===== config.mk =====
export PLATFORM = sky130hd
export DESIGN_NAME = mcb_slave
export DESIGN_NICKNAME = d
export VERILOG_FILES = /design/src/rtl/mcb_pkg.sv /design/src/rtl/mcb_addr_step.sv /design/src/rtl/mcb_fault_chk.sv /design/src/rtl/mcb_seq.sv /design/src/rtl/mcb_slave.sv
export SDC_FILE = /design/constraint.sdc
export NUM_CORES = 1
export LEC_CHECK = 0
export ABC_AREA = 1
export BUFFER_PORTS_ARGS = -buffer_cell sky130_fd_sc_hd__buf_2
export CAP_MARGIN = 20
export CORE_MARGIN = 1.5
export CORE_UTILIZATION = 38
export DETAILED_ROUTE_END_ITERATION = 10
export PLACE_DENSITY = 0.76
export SYNTH_ARGS = -nofsm -noshare
export SYNTH_HDL_FRONTEND = slang
export SYNTH_HIERARCHICAL = 1
export SYNTH_SLANG_ARGS = --single-unit

===== constraint.sdc =====
create_clock -name clk -period 2.5 [get_ports clk]
set_input_delay 0.375 -clock clk [delete_from_list [all_inputs] [get_ports clk]]
set_output_delay 0.375 -clock clk [all_outputs]
set_load 0.01 [all_outputs]

===== src/rtl/mcb_pkg.sv =====
package mcb_pkg;

    typedef enum logic [1:0] {
        SZ_TWO   = 2'b00,
        SZ_BYTE  = 2'b01,
        SZ_ONE   = 2'b10,
        SZ_EIGHT = 2'b11
    } size_e;

    typedef enum logic [1:0] {
        ST_IDLE = 2'd0,
        ST_XFER = 2'd1,
        ST_TAIL = 2'd2
    } seq_state_e;

    typedef struct packed {
        logic  is_read;
        size_e size;
    } access_t;

    localparam int unsigned MAX_BURST_WORDS = 8;

    function automatic int unsigned words_of(size_e sz);
        case (sz)
            SZ_ONE:   words_of = 1;
            SZ_TWO:   words_of = 2;
            SZ_EIGHT: words_of = MAX_BURST_WORDS;
            default:  words_of = 0;
        endcase
    endfunction

endpackage


===== src/rtl/mcb_addr_step.sv =====
module mcb_addr_step #(
    parameter int ADDR_W = 7
) (
    input  logic              clk,
    input  logic              rst,
    input  logic              load,
    input  logic [ADDR_W-1:0] base,
    input  logic              step,
    output logic [ADDR_W-1:0] cur
);

    always_ff @(posedge clk) begin
        if (rst) begin
            cur <= '0;
        end else if (load) begin
            cur <= base;
        end else if (step) begin
            cur <= cur + ADDR_W'(1);
        end
    end

    // burst address advances by one, wrapping in the word space
    p_step_wrap_r5: assert property (@(posedge clk) disable iff (rst)
        (step && !load) |=> (cur == $past(cur) + ADDR_W'(1)));

    p_load_base_r5: assert property (@(posedge clk) disable iff (rst)
        load |=> (cur == $past(base)));

endmodule


===== src/rtl/mcb_fault_chk.sv =====
module mcb_fault_chk
    import mcb_pkg::*;
(
    input  logic  clk,
    input  logic  rst,
    input  logic  start,
    input  size_e start_size,
    input  logic  busy,
    input  size_e held_size,
    input  size_e size_now,
    input  logic  data_edge,
    input  logic  wvalid,
    output logic  byte_fault,
    output logic  size_fault,
    output logic  late_fault
);

    always_comb begin
        byte_fault = start && (start_size == SZ_BYTE);
        size_fault = busy && (size_now != held_size);
        late_fault = data_edge && !wvalid;
    end

    // a byte request never enters an active access
    p_byte_not_busy_r6: assert property (@(posedge clk) disable iff (rst)
        byte_fault |-> !busy);

    // a late-data fault only exists while moving write words
    p_late_in_xfer_r8: assert property (@(posedge clk) disable iff (rst)
        late_fault |-> busy);

endmodule


===== src/rtl/mcb_seq.sv =====
module mcb_seq
    import mcb_pkg::*;
#(
    parameter int DATA_W = 16,
    parameter int CNT_W  = 4
) (
    input  logic              clk,
    input  logic              rst,
    input  logic              start,
    input  logic              start_read,
    input  size_e             start_size,
    input  logic              wvalid,
    input  logic [DATA_W-1:0] rf_rdata,
    input  logic              byte_fault,
    input  logic              size_fault,
    input  logic              late_fault,
    output logic              busy,
    output logic              data_edge,
    output size_e             held_size,
    output logic              load,
    output logic              step,
    output logic              rf_we,
    output logic              ack_n,
    output logic              err_n,
    output logic              drv_en,
    output logic [DATA_W-1:0] rdata
);

    seq_state_e       st;
    access_t          held;
    logic [CNT_W-1:0] left;
    logic             any_fault;

    always_comb begin
        busy      = (st != ST_IDLE);
        held_size = held.size;
        data_edge = (st == ST_XFER) && !held.is_read;
        any_fault = size_fault || late_fault;
        load      = start && !byte_fault;
        step      = (st == ST_XFER) && !any_fault;
        rf_we     = step && !held.is_read;
    end

    always_ff @(posedge clk) begin
        if (rst) begin
            st      <= ST_IDLE;
            held    <= '{is_read: 1'b0, size: SZ_ONE};
            left    <= '0;
            ack_n   <= 1'b1;
            err_n   <= 1'b1;
            drv_en  <= 1'b0;
            rdata   <= '0;
        end else begin
            ack_n <= 1'b1;
            err_n <= 1'b1;
            case (st)
                ST_IDLE: begin
                    if (start) begin
                        if (byte_fault) begin
                            err_n <= 1'b0;
                        end else begin
                            st      <= ST_XFER;
                            held    <= '{is_read: start_read, size: start_size};
                            left    <= CNT_W'(words_of(start_size));
                            drv_en  <= start_read;
                        end
                    end
                end
                ST_XFER: begin
                    if (any_fault) begin
                        err_n  <= 1'b0;
                        drv_en <= 1'b0;
                        st     <= ST_IDLE;
                    end else begin
                        ack_n <= 1'b0;
                        if (held.is_read) begin
                            rdata <= rf_rdata;
                        end
                        left <= left - CNT_W'(1);
                        if (left == CNT_W'(1)) begin
                            st <= ST_TAIL;
                        end
                    end
                end
                ST_TAIL: begin
                    st     <= ST_IDLE;
                    drv_en <= 1'b0;
                    if (size_fault) begin
                        err_n <= 1'b0;
                    end
                end
                default: begin
                    st     <= ST_IDLE;
                    drv_en <= 1'b0;
                end
            endcase
        end
    end

    // acknowledge and error strobes are exclusive
    p_ack_err_excl_r10: assert property (@(posedge clk) disable iff (rst)
        !(!ack_n && !err_n));

    // after an error pulse the sequencer is idle
    p_err_idle_r10: assert property (@(posedge clk) disable iff (rst)
        !err_n |-> (st == ST_IDLE));

    // acknowledges only come out of an active access
    p_ack_busy_r4: assert property (@(posedge clk) disable iff (rst)
        !ack_n |-> busy);

    // the bus driver is never enabled for a write
    p_drv_read_r3: assert property (@(posedge clk) disable iff (rst)
        drv_en |-> (busy && held.is_read));

    // a write acknowledge follows an edge with valid data
    p_wr_ack_data_r8: assert property (@(posedge clk) disable iff (rst)
        (!ack_n && !held.is_read) |-> $past(wvalid));

    // a byte request gives an error pulse and no acknowledge
    p_byte_err_r6: assert property (@(posedge clk) disable iff (rst)
        (start && byte_fault) |=> (!err_n && ack_n));

    // a size mismatch aborts with an error pulse
    p_size_abort_r7: assert property (@(posedge clk) disable iff (rst)
        size_fault |=> (!err_n && ack_n && !drv_en));

endmodule


===== src/rtl/mcb_slave.sv =====
module mcb_slave
    import mcb_pkg::*;
#(
    parameter int ADDR_W    = 7,
    parameter int DATA_W    = 16,
    parameter int MAX_WORDS = MAX_BURST_WORDS
) (
    input  logic              clk,
    input  logic              rst,
    input  logic              mode_en,
    input  logic              cs_n,
    input  logic              rd_wr,
    input  logic [1:0]        size,
    input  logic [ADDR_W-1:0] addr,
    input  logic [DATA_W-1:0] wdata,
    input  logic              wvalid,
    output logic              ack_n,
    output logic              err_n,
    output logic              drv_en,
    output logic [DATA_W-1:0] rdata,
    output logic [ADDR_W-1:0] rf_addr,
    output logic              rf_we,
    output logic [DATA_W-1:0] rf_wdata,
    input  logic [DATA_W-1:0] rf_rdata
);

    localparam int CNT_W = $clog2(MAX_WORDS + 1);

    size_e size_now;
    size_e held_size;
    logic  busy;
    logic  start;
    logic  data_edge;
    logic  load;
    logic  step;
    logic  byte_fault;
    logic  size_fault;
    logic  late_fault;

    always_comb begin
        size_now = size_e'(size);
        start    = !cs_n && mode_en && !busy;
        rf_wdata = wdata;
    end

    mcb_fault_chk u_fault (
        .clk        (clk),
        .rst        (rst),
        .start      (start),
        .start_size (size_now),
        .busy       (busy),
        .held_size  (held_size),
        .size_now   (size_now),
        .data_edge  (data_edge),
        .wvalid     (wvalid),
        .byte_fault (byte_fault),
        .size_fault (size_fault),
        .late_fault (late_fault)
    );

    mcb_seq #(
        .DATA_W (DATA_W),
        .CNT_W  (CNT_W)
    ) u_seq (
        .clk        (clk),
        .rst        (rst),
        .start      (start),
        .start_read (rd_wr),
        .start_size (size_now),
        .wvalid     (wvalid),
        .rf_rdata   (rf_rdata),
        .byte_fault (byte_fault),
        .size_fault (size_fault),
        .late_fault (late_fault),
        .busy       (busy),
        .data_edge  (data_edge),
        .held_size  (held_size),
        .load       (load),
        .step       (step),
        .rf_we      (rf_we),
        .ack_n      (ack_n),
        .err_n      (err_n),
        .drv_en     (drv_en),
        .rdata      (rdata)
    );

    mcb_addr_step #(
        .ADDR_W (ADDR_W)
    ) u_addr (
        .clk  (clk),
        .rst  (rst),
        .load (load),
        .base (addr),
        .step (step),
        .cur  (rf_addr)
    );

    // with the mode disabled a select starts nothing
    p_mode_gate_r2: assert property (@(posedge clk) disable iff (rst)
        (!mode_en && !busy) |=> (err_n && ack_n && !drv_en));

    // a read start enables the drivers on the next cycle
    p_read_drive_r3: assert property (@(posedge clk) disable iff (rst)
        (start && rd_wr && size_now != SZ_BYTE) |=> drv_en);

endmodule


==> flow_summary_export.csv <==
group,metric,value,unit
run_status,outcome,"completed",
place,port-buffer-count,57,
detailed_routing,detail_route.wl_per_cell,11.3,µm
synthesis,synth_seq_cells,35,
synthesis,yosys.area_share.simple,28.8,%
power_and_ir_drop,power_leakage,1.02,nW
synthesis,muxShareOfSynthArea,0,%
clocking,htreeDepth,2,
clocking,clkTransAtPathRegs,0.07,ns
sta,layout_min_cycle_time,2.19,ns
global_route,grt_overflow,0,
worst_setup_path,cp-start-kind,"flip-flop",
place,globalplace.congestion,0.888,
synthesis,synthArstFlopShare,0,%
sta,max_freq,0.456,GHz
clocking,cts_root_buf,"clkbuf_8",
power_and_ir_drop,ir_worst_vdd,331,µV
sta,fin_crit_sh,87.7,%
layout,syn_to_final_growth,15.7,%
synthesis,synth_xor_area_share,0.914,%
detailed_routing,route.detailed.drc,0,
power_and_ir_drop,p_switching,0.000390,W
power_and_ir_drop,switching_share,26.5,%
worst_setup_path,worstSetupPathType,"reg2reg",
power_and_ir_drop,pwr-share-comb,17.6,%
sta,setup_slack,0.307,ns
die,fp.dieW,74,µm
power_and_ir_drop,p_seq_share,41.8,%
clocking,tritoncts,"done",
detailed_routing,drt_iter0_drc,75,
sta,setup_tns,0,ns
worst_setup_path,crit_required,2.68,ns
power_and_ir_drop,pwr_density_cell,663,nW/µm²
global_route,busiest_layer,"met2",
sta,worst_pin_slew,0.568,ns
layout,drive_gt1_share,31.8,%
synthesis,yosysTopAreaCell,"dfxtp_1",
die,die_area,5480,µm²
global_route,grt_util_all_layers,15.1,%
die,die-height,74,µm
worst_setup_path,cp-end-kind,"flip-flop",
global_route,grt_start_max_net_pins,25,
synthesis,yosys.cell_count.top_type,"nand2_1",
global_route,first_global_vias,1518,
clocking,hold_buffers,0,
synthesis,ys.flop_type,"dfxtp_1",
detailed_routing,num_vias,1732,
die,start_util,40.0,%
global_route,met3_usage,6.64,%
detailed_routing,routed_via_density,4.77,
sta,hold_viol_final,0,
detailed_routing,routed_wl,4110,µm
clocking,clock_path_buffers,2,
synthesis,synth_edf_count,0,
synthesis,syn_avg_cell_area,7.45,µm²
die,rows,25,
sta,clock_skew,0.00242,ns
synthesis,syn-instance-count,257,
die,io_pins,90,
layout,num-nets-final,345,
hold_path,hp-class,"in2reg",
power_and_ir_drop,p_int,0.00108,W
worst_setup_path,crit_arrival,2.37,ns
global_route,antenna_found_initial,0,
synthesis,seq_area_frac_synth,36.6,%
synthesis,ys_warn_count,6,
place,dp_hpwl,2890,µm
place,pre_cts_slack,0.0165,ns
synthesis,synth_cell_type_count,29,
global_route,grt_util_met1,17.6,%
synthesis,synth_compound_area_share,14.7,%
layout,antennaDiodeCount,0,
global_route,grt_pass1_wl,6420,µm
clocking,cts_resized,1,
sta,drv_slew,0,
synthesis,synthAdderAreaFrac,1.96,%
synthesis,synth_commonest_cells,"nand2_1 (60), dfxtp_1 (35), inv_1 (25), nand3_1 (21)",
sta,rsz0062_at_grt,"no",
clocking,cts_buffers,5,
worst_setup_path,crit_path_max_fanout,9,
power_and_ir_drop,p_total,0.00147,W
detailed_routing,final_antenna_net_count,0,
run,max-cap-violations,0,
synthesis,synth_top_family_by_area,"simple AND/OR/NAND/NOR gates",
synthesis,synth_top_area_share,36.6,%
sta,final-setup-viol-count,0,
clocking,cts_setup_buffers,0,
synthesis,syn_nets,307,
sta,slew_headroom,62.1,%
synthesis,synth_area_leaders,"dfxtp_1 (37%), nand2_1 (12%), buf_4 (7.8%)",
power_and_ir_drop,clock_power_share,40.7,%
die,coreArea,4790,µm²
global_route,grt_util_met2,24.8,%
clocking,clk_latency,0.28,ns
detailed_routing,dr.pass1.iters,4,
clocking,cts.sinks,35,
synthesis,synth_area,1920,µm²
[final cells by class]
| class | instances | area [µm²] |
|---|---|---|
| well taps | 67 | 83.8 |
| clock buffers | 6 | 72.6 |
| repair buffers | 58 | 293 |
| clock inverters | 2 | 60.1 |
| multi-input cells | 166 | 891 |
| fillers | 491 | 2570 |
| inverters | 29 | 115 |
| flip-flops and latches | 35 | 701 |
[critical path, cell delays in order (launching register included)]
cell and delay, ns:
dfxtp_1 0.36, nor2_1 0.26, inv_1 0.11, nor2_2 0.15, inv_1 0.08, nor2_2 0.45, nand2_2 0.21, nand2_1 0.24
nand2_1 0.08, nor2_1 0.10, nor2_1 0.04
[state kept, by name, indices dropped and copies added (netlist names)]
signal,flops
u_seq/st,2
u_seq/held_size,2
u_addr/cur,7
u_seq/held,1
u_seq/err_n,1
u_seq/drv_en,1
u_seq/rdata,16
u_seq/ack_n,1
u_seq/left,4
[final timing paths]
check	startpoint	to	slack [ns]	depth (start not counted)
max	u_seq/st[1]$_SDFFE_PP0P_	u_seq/left[3]$_SDFFE_PP0P_	0.31	10
min	rf_rdata[2]	u_seq/rdata[2]$_SDFFE_PP0P_	0.35	3
max reg2reg	u_seq/st[1]$_SDFFE_PP0P_	u_seq/left[3]$_SDFFE_PP0P_	0.31	10
min reg2reg	u_seq/rdata[9]$_SDFFE_PP0P_	u_seq/rdata[9]$_SDFFE_PP0P_	0.46	2
[power groups by stage]
stage                     logic [W]  registers, W  clock network [W]
after CTS                  0.000260      0.000613           0.000609
after floorplan            0.000219      0.000627                  0
after detailed placement   0.000257      0.000625                  0
final                      0.000259      0.000614           0.000598
after global routing       0.000291      0.000617           0.000638
after global placement     0.000254      0.000625                  0
[routing by layer]
layer	part of all wire (%)	vias up	routed length (µm)
met5	0	-	0
met2	46	58	1910
met3	7.4	8	304
li1	-	882	-
met1	45	784	1860
met4	0.93	0	38
[stage by stage]
step | hold WS, ns | util [%] | std cells | cell area (µm²)
after floorplan | 0.437 | - | 257 | 1920
after global placement | 0.446 | 43.5 | 355 | 2080
after detailed placement | 0.450 | 43.5 | 355 | 2080
after CTS | 0.341 | 46.3 | 363 | 2220
after global routing | 0.331 | 46.3 | 363 | 2220
final | 0.346 | 46.3 | 363 | 2220
[cell families after synthesis]
family / count (synthesis)
and+or+nand+nor: 117
buffers and inverters: 56
AOI/OAI and AO/OA: 44
DFF: 35
adders and majority gates: 3
xor gates and xnor gates: 2
[cells in the final DEF, fill, tap and decap left out]
cell       instances
nand2_4            2
nand4_1            2
a21oi_1           17
nor2_1            19
ha_1               3
inv_2              2
o21ai_1            2
nand3_1           21
clkbuf_8           5
o211ai_1           2
nand2_2            2
bufinv_16          2
nand3_2            7
a21oi_2            9
buf_4              1
o21ai_0            7
inv_1             25
a22oi_1            4
clkinv_2           1
o21bai_1           2
clkbuf_1           1
o211ai_2           1
nor2_4             2
xor2_1             2
nand2_1           60
buf_2             57
nor2_2             2
dfxtp_1           35
inv_6              1
(Power assumes the default switching activity.)
